### src/rtl/fcs_pkg.sv
package fcs_pkg;

  typedef enum logic [2:0] {
    OPC_CMP  = 3'd0,
    OPC_CMPX = 3'd1,
    OPC_MOVE = 3'd2,
    OPC_NEG  = 3'd3,
    OPC_ABS  = 3'd4
  } fcs_op_e;

  typedef enum logic [1:0] {
    CC_EQ    = 2'd0,
    CC_LT    = 2'd1,
    CC_GT    = 2'd2,
    CC_UNORD = 2'd3
  } fcs_cc_e;

  function automatic logic is_compare(input logic [2:0] op);
    return (op == OPC_CMP) || (op == OPC_CMPX);
  endfunction

endpackage

### src/rtl/fcs_classify.sv
module fcs_classify #(
  parameter int EXP_W = 8,
  parameter int MAN_W = 23
) (
  input  logic [EXP_W+MAN_W:0] opd,
  output logic                 is_zero,
  output logic                 is_nan,
  output logic                 is_snan
);
  localparam int DW = 1 + EXP_W + MAN_W;

  logic [EXP_W-1:0] expo;
  logic [MAN_W-1:0] frac;

  always_comb begin
    expo    = opd[DW-2 -: EXP_W];
    frac    = opd[MAN_W-1:0];
    is_zero = (expo == '0) && (frac == '0);
    is_nan  = (expo == '1) && (frac != '0);
    is_snan = is_nan && !frac[MAN_W-1];
  end
endmodule

### src/rtl/fcs_order.sv
module fcs_order #(
  parameter int EXP_W = 8,
  parameter int MAN_W = 23
) (
  input  logic [EXP_W+MAN_W:0] opa,
  input  logic [EXP_W+MAN_W:0] opb,
  input  logic                 zero_a,
  input  logic                 zero_b,
  input  logic                 nan_a,
  input  logic                 nan_b,
  input  logic                 snan_a,
  input  logic                 snan_b,
  input  logic                 signalling,
  output logic [1:0]           cc,
  output logic                 inv
);
  import fcs_pkg::*;
  localparam int DW = 1 + EXP_W + MAN_W;

  logic sa, sb, mag_lt, unord;

  always_comb begin
    sa     = opa[DW-1];
    sb     = opb[DW-1];
    mag_lt = opa[DW-2:0] < opb[DW-2:0];
    unord  = nan_a | nan_b;
    inv    = signalling ? unord : (snan_a | snan_b);
    if (unord)
      cc = CC_UNORD;
    else if ((zero_a && zero_b) || (opa == opb))
      cc = CC_EQ;
    else if (sa != sb)
      cc = sa ? CC_LT : CC_GT;
    else if (mag_lt ^ sa)
      cc = CC_LT;
    else
      cc = CC_GT;
  end
endmodule

### src/rtl/fcs_signop.sv
module fcs_signop #(
  parameter int DW = 32
) (
  input  logic [2:0]    op,
  input  logic [DW-1:0] opd,
  output logic [DW-1:0] res
);
  import fcs_pkg::*;

  always_comb begin
    unique case (op)
      OPC_NEG: res = {~opd[DW-1], opd[DW-2:0]};
      OPC_ABS: res = {1'b0, opd[DW-2:0]};
      default: res = opd;
    endcase
  end
endmodule

### src/rtl/fcs_delay.sv
module fcs_delay #(
  parameter int W     = 8,
  parameter int DEPTH = 1
) (
  input  logic         clk,
  input  logic         rst,
  input  logic [W-1:0] d,
  output logic [W-1:0] q
);
  generate
    if (DEPTH == 0) begin : g_wire
      assign q = d;
    end else begin : g_regs
      logic [W-1:0] stage [DEPTH];
      always_ff @(posedge clk) begin
        if (rst) begin
          for (int i = 0; i < DEPTH; i++) stage[i] <= '0;
        end else begin
          stage[0] <= d;
          for (int i = 1; i < DEPTH; i++) stage[i] <= stage[i-1];
        end
      end
      assign q = stage[DEPTH-1];
    end
  endgenerate
endmodule

### src/rtl/fcmp_sgn_unit.sv
module fcmp_sgn_unit #(
  parameter int EXP_W = 8,
  parameter int MAN_W = 23,
  parameter int TAG_W = 4,
  parameter int LAT   = 4
) (
  input  logic                   clk,
  input  logic                   rst,
  input  logic                   in_valid,
  input  logic [2:0]             in_op,
  input  logic [EXP_W+MAN_W:0]   in_a,
  input  logic [EXP_W+MAN_W:0]   in_b,
  input  logic [TAG_W-1:0]       in_tag,
  output logic                   out_valid,
  output logic [1:0]             out_cc,
  output logic [EXP_W+MAN_W:0]   out_res,
  output logic [TAG_W-1:0]       out_tag,
  output logic                   out_inv
);
  import fcs_pkg::*;

  localparam int DW    = 1 + EXP_W + MAN_W;
  localparam int TAIL  = (LAT > 3) ? LAT - 3 : 1;
  localparam int PKT_W = 1 + 2 + DW + TAG_W + 1;

  // stage 1: captured request
  logic             s1_v;
  logic [2:0]       s1_op;
  logic [DW-1:0]    s1_opd [2];
  logic [TAG_W-1:0] s1_tag;

  always_ff @(posedge clk) begin
    if (rst) begin
      s1_v      <= 1'b0;
      s1_op     <= '0;
      s1_opd[0] <= '0;
      s1_opd[1] <= '0;
      s1_tag    <= '0;
    end else begin
      s1_v      <= in_valid;
      s1_op     <= in_op;
      s1_opd[0] <= in_a;
      s1_opd[1] <= in_b;
      s1_tag    <= in_tag;
    end
  end

  // stage 2: operand classes
  logic [1:0]       c_zero, c_nan, c_snan;
  logic             s2_v;
  logic [2:0]       s2_op;
  logic [DW-1:0]    s2_opd [2];
  logic [TAG_W-1:0] s2_tag;
  logic [1:0]       s2_zero, s2_nan, s2_snan;

  generate
    for (genvar g = 0; g < 2; g++) begin : g_cls
      fcs_classify #(.EXP_W(EXP_W), .MAN_W(MAN_W)) u_cls (
        .opd     (s1_opd[g]),
        .is_zero (c_zero[g]),
        .is_nan  (c_nan[g]),
        .is_snan (c_snan[g])
      );
    end
  endgenerate

  always_ff @(posedge clk) begin
    if (rst) begin
      s2_v      <= 1'b0;
      s2_op     <= '0;
      s2_opd[0] <= '0;
      s2_opd[1] <= '0;
      s2_tag    <= '0;
      s2_zero   <= '0;
      s2_nan    <= '0;
      s2_snan   <= '0;
    end else begin
      s2_v      <= s1_v;
      s2_op     <= s1_op;
      s2_opd[0] <= s1_opd[0];
      s2_opd[1] <= s1_opd[1];
      s2_tag    <= s1_tag;
      s2_zero   <= c_zero;
      s2_nan    <= c_nan;
      s2_snan   <= c_snan;
    end
  end

  // stage 3: evaluate
  logic [1:0]    o_cc;
  logic          o_inv;
  logic [DW-1:0] o_res;

  fcs_order #(.EXP_W(EXP_W), .MAN_W(MAN_W)) u_order (
    .opa        (s2_opd[0]),
    .opb        (s2_opd[1]),
    .zero_a     (s2_zero[0]),
    .zero_b     (s2_zero[1]),
    .nan_a      (s2_nan[0]),
    .nan_b      (s2_nan[1]),
    .snan_a     (s2_snan[0]),
    .snan_b     (s2_snan[1]),
    .signalling (s2_op == OPC_CMPX),
    .cc         (o_cc),
    .inv        (o_inv)
  );

  fcs_signop #(.DW(DW)) u_sign (
    .op  (s2_op),
    .opd (s2_opd[0]),
    .res (o_res)
  );

  logic [PKT_W-1:0] s3_pkt;
  logic [PKT_W-1:0] tail_pkt;
  logic             cmp2;

  assign cmp2 = is_compare(s2_op);

  always_ff @(posedge clk) begin
    if (rst || !s2_v) begin
      s3_pkt <= '0;
    end else if (cmp2) begin
      s3_pkt <= {1'b1, o_cc, {DW{1'b0}}, s2_tag, o_inv};
    end else begin
      s3_pkt <= {1'b1, 2'b00, o_res, s2_tag, 1'b0};
    end
  end

  // stage 4..LAT: output registers
  fcs_delay #(.W(PKT_W), .DEPTH(TAIL)) u_tail (
    .clk (clk),
    .rst (rst),
    .d   (s3_pkt),
    .q   (tail_pkt)
  );

  assign {out_valid, out_cc, out_res, out_tag, out_inv} = tail_pkt;

endmodule

### config.mk
export PLATFORM = sky130hd
export DESIGN_NAME = fcmp_sgn_unit
export DESIGN_NICKNAME = d
export VERILOG_FILES = /design/src/rtl/fcs_pkg.sv /design/src/rtl/fcs_classify.sv /design/src/rtl/fcs_order.sv /design/src/rtl/fcs_signop.sv /design/src/rtl/fcs_delay.sv /design/src/rtl/fcmp_sgn_unit.sv
export SDC_FILE = /design/constraint.sdc
export NUM_CORES = 1
export LEC_CHECK = 0
export ABC_AREA = 1
export BUFFER_PORTS_ARGS = -buffer_cell sky130_fd_sc_hd__buf_2
export CORE_UTILIZATION = 50
export DETAILED_ROUTE_END_ITERATION = 10
export PLACE_DENSITY = 0.76
export SETUP_SLACK_MARGIN = 0.3
export SYNTH_ARGS = -nofsm -noshare
export SYNTH_HDL_FRONTEND = slang
export SYNTH_SLANG_ARGS = --single-unit
export TNS_END_PERCENT = 30
### constraint.sdc
create_clock -name clk -period 1.5 [get_ports clk]
set_clock_uncertainty 0.15 [all_clocks]
set_input_delay 0.45 -clock clk [delete_from_list [all_inputs] [get_ports clk]]
set_output_delay 0.45 -clock clk [all_outputs]
set_load 0.01 [all_outputs]
==> results.json <==
{
  "status": "complete, but fails checks",
  "violations": "DRC, setup timing",
  "yosysTopAreaCellShare_pct": 60.5,
  "crit_path_max_fanout": 3,
  "cp_top_family": "simple AND/OR/NAND/NOR gates",
  "io_pins": 114,
  "path_common_cell": "nand2_2",
  "drc": 6,
  "avgViaCountPerCell": 4.30,
  "syn_area_um2": 7620,
  "hpwl_mm": 9.64,
  "max-cap-violations": 0,
  "clk_latency_ps": 490,
  "setup_viol": 39,
  "synthToLayoutAreaGrowth_pct": 30.3,
  "tightestPinTransition_ps": 320,
  "cts_root_buf": "clkbuf_16",
  "r2r_slack_ps": -310,
  "h-tree-depth": 1,
  "slowest_stage": "dfxtp_1",
  "antenna_found_initial": 0,
  "finalPower_mw": 13.0,
  "min-delay-start": "in_a[2]",
  "startpoint_type": "register",
  "power_leakage_nw": 4.79,
  "synth-seq-cells": 230,
  "grt_pass1_wl_mm": 22.6,
  "coreArea_um2": 14700,
  "first_iter_violations": 300,
  "finalInstanceArea_um2": 9920,
  "clock_sinks": 230,
  "wire_per_inst_um": 11.5,
  "io_buffers": 113,
  "die_w_um": 125,
  "cp-end-kind": "register",
  "place_congestion": 0.816,
  "postSynthAreaPerCell_um2": 8.33,
  "pre_cts_ws_ps": -243,
  "path_clk_slew_ps": 70,
  "hold_viol": 0,
  "synth_top_area_cell": "dfxtp_1",
  "r2r-end": "s3_pkt[38]",
  "cts.path.max_buffers": 3,
  "dpl.cell_count": 1221,
  "num_vias": 5455,
  "hold_path_class": "primary input to register",
  "criticalPathCategory": "register to register",
  "cts-buffers-inserted": 22,
  "ir_worst_vdd_uv": 716,
  "r2r_start": "s2_opd[0][15]",
  "required_ps": 1720,
  "fin_crit_ps": 1810,
  "min_to": "s1_opd[0][2]",
  "cts_tree": "done",
  "dpl_cell_area_um2": 8630,
  "r2r_cells": 10,
  "final_cell_count_no_fill": 1269,
  "synth_area_leaders": "dfxtp_1, inv_1, nor2_1",
  "slew_headroom_pct": 78.5,
  "insertedDiodeCount": 0,
  "num_rows": 44,
  "final_net_count": 1174,
  "powerDensity_nw_per_um2": 1310,
  "synthCells": 914,
  "cp.buffers_inverters": 0,
  "drv_slew": 0,
  "fp.dieH_um": 125,
  "multi_input_area_um2": 2260,
  "initial_core_util_pct": 51.8,
  "detail_route.first_pass.iterations": 8,
  "fmax_mhz": 552,
  "finalWorstSetupSlack_ps": -311,
  "hold_depth": 3,
  "fillCellCount": 1083,
  "worstPathCellList": "ha_1 -> nand2_1 -> nor2_2 -> nand4_1 -> nor3_2 -> nand2_2 -> nand2_2 -> nand2_2 -> nand3_2 -> a21oi_1",
  "ys_warn_count": 0,
  "die-area_um2": 15700,
  "tns_ps": -916,
  "grt_pass1_vias": 5096,
  "grt_usage_pct": 17.6,
  "drive_gt1_share_pct": 26.1,
  "syn_nets": 1019,
  "routed_wl_mm": 14.6,
  "seqCellArea_um2": 4630,
  "grt_start_max_net_pins": 57,
  "arrival_ps": 2040,
  "rsz0062_at_grt": "true",
  "slowest_delay_ps": 330,
  "min_period_over_period_pct": 121,
  "postRouteAntennaNets": 0,
  "overflow": 0,
  "ys_types": 24,
  "yosysSeqAreaShare_pct": 60.5
}
==> flip-flops by register name (all words and copies together) (netlist names) <==
signal and cells:
s2_tag 4, s1_tag 4, s1_op 3, s1_v 1
s3_pkt 40, s2_v 1, s2_zero 2, u_tail.g_regs.stage 40
s2_op 3, s2_opd 64, s2_nan 2, s2_snan 2
s1_opd 64
==> cells in the mapped netlist (all sizes together) <==
cell / count
a211oi: 1
nand4: 14
ha: 31
nand3: 13
clkbuf: 4
nor4: 10
or2: 2
nor3: 4
a21oi: 14
buf: 20
o21ai: 1
nand3b: 1
nor2: 237
dfxtp: 230
o21a: 1
nand2: 58
inv: 271
a21o: 2
==> cell usage in the layout, fill, tap and decap left out, drive strengths merged <==
| cell type | count |
|---|---|
| inv | 271 |
| nor2 | 237 |
| dfxtp | 230 |
| buf | 151 |
| nand2 | 58 |
| ha | 31 |
| clkbuf | 27 |
| nand4 | 14 |
| a21oi | 14 |
| nand3 | 13 |
| nor4 | 10 |
| clkinv | 7 |
| nor3 | 4 |
| dlygate4sd3 | 4 |
| clkinvlp | 3 |
| bufinv | 3 |
| a21o | 2 |
| or2 | 2 |
| nand3b | 1 |
| o21a | 1 |
| a211oi | 1 |
| o21ai | 1 |
==> how the worst max path moves through the flow <==
stage,start,slack [ps],to,depth (start not counted)
2_1_floorplan,s2_opd[0][44],-60,s3_pkt[38],13
3_3_place_gp,s2_opd[0][46],-170,s3_pkt[37],10
3_5_place_dp,s2_opd[0][6],-240,s3_pkt[38],12
4_1_cts,s2_opd[0][45],-220,s3_pkt[37],13
5_1_grt,s2_opd[0][18],-430,s3_pkt[37],12
6_report,s2_opd[0][15],-310,s3_pkt[38],10
==> kinds of logic after synthesis <==
| kind of cell | Yosys count | synth area share [%] |
|---|---|---|
| compound gates | 19 | 1.43 |
| fa+ha+maj | 31 | 5.09 |
| buf+inv | 295 | 14.8 |
| flops | 230 | 60.5 |
| simple gates | 339 | 18.2 |
==> what timing repair did <==
item / CTS / global route
pin swaps: 15 / 23
resized for setup: 39 / 59
hold buffers: 4 / 0
endpoints found under the hold margin: 4 / 0
buffers inserted: 4 / 0
endpoints found under the setup margin: 48 / 54
==> metal layers <==
layer  track usage, %  vias to the layer above  part of all wire (%)
met5                0                        -                     0
met4             6.67                        0                   3.3
met3             3.42                       45                   5.8
met2             30.3                      175                    46
met1             21.9                     2332                    45
li1                 -                     2903                     -
==> power breakdown <==
part           total, mW  internal, mW  switching, mW
clock network       5.69          3.46           2.23
registers           6.39          6.30         0.0953
logic              0.912         0.407          0.505
total               13.0          10.2           2.83
==> tightest hold or removal path: cells and delay by family <==
family                 cells  cell delay (ps)
buffers and inverters      2              100
AND/OR/NAND/NOR            1               60
==> cell type report <==
type | count | area share [%]
clock buffer | 27 | 6.25
clock inverter | 13 | 1.49
inverter | 271 | 10.3
multi-input combinational | 389 | 22.7
sequential | 230 | 46.7
tap | 184 | 2.32
timing repair buffer | 155 | 10.2
==> through the flow <==
step	hold WS [ps]	util (%)
3_3_place_gp	239	58.7
6_report	6.50	67.5
5_1_grt	7.29	67.5
2_1_floorplan	238	-
4_1_cts	1.28	65.8
3_5_place_dp	242	58.7
Note: power is estimated with default switching activity, not from simulation.
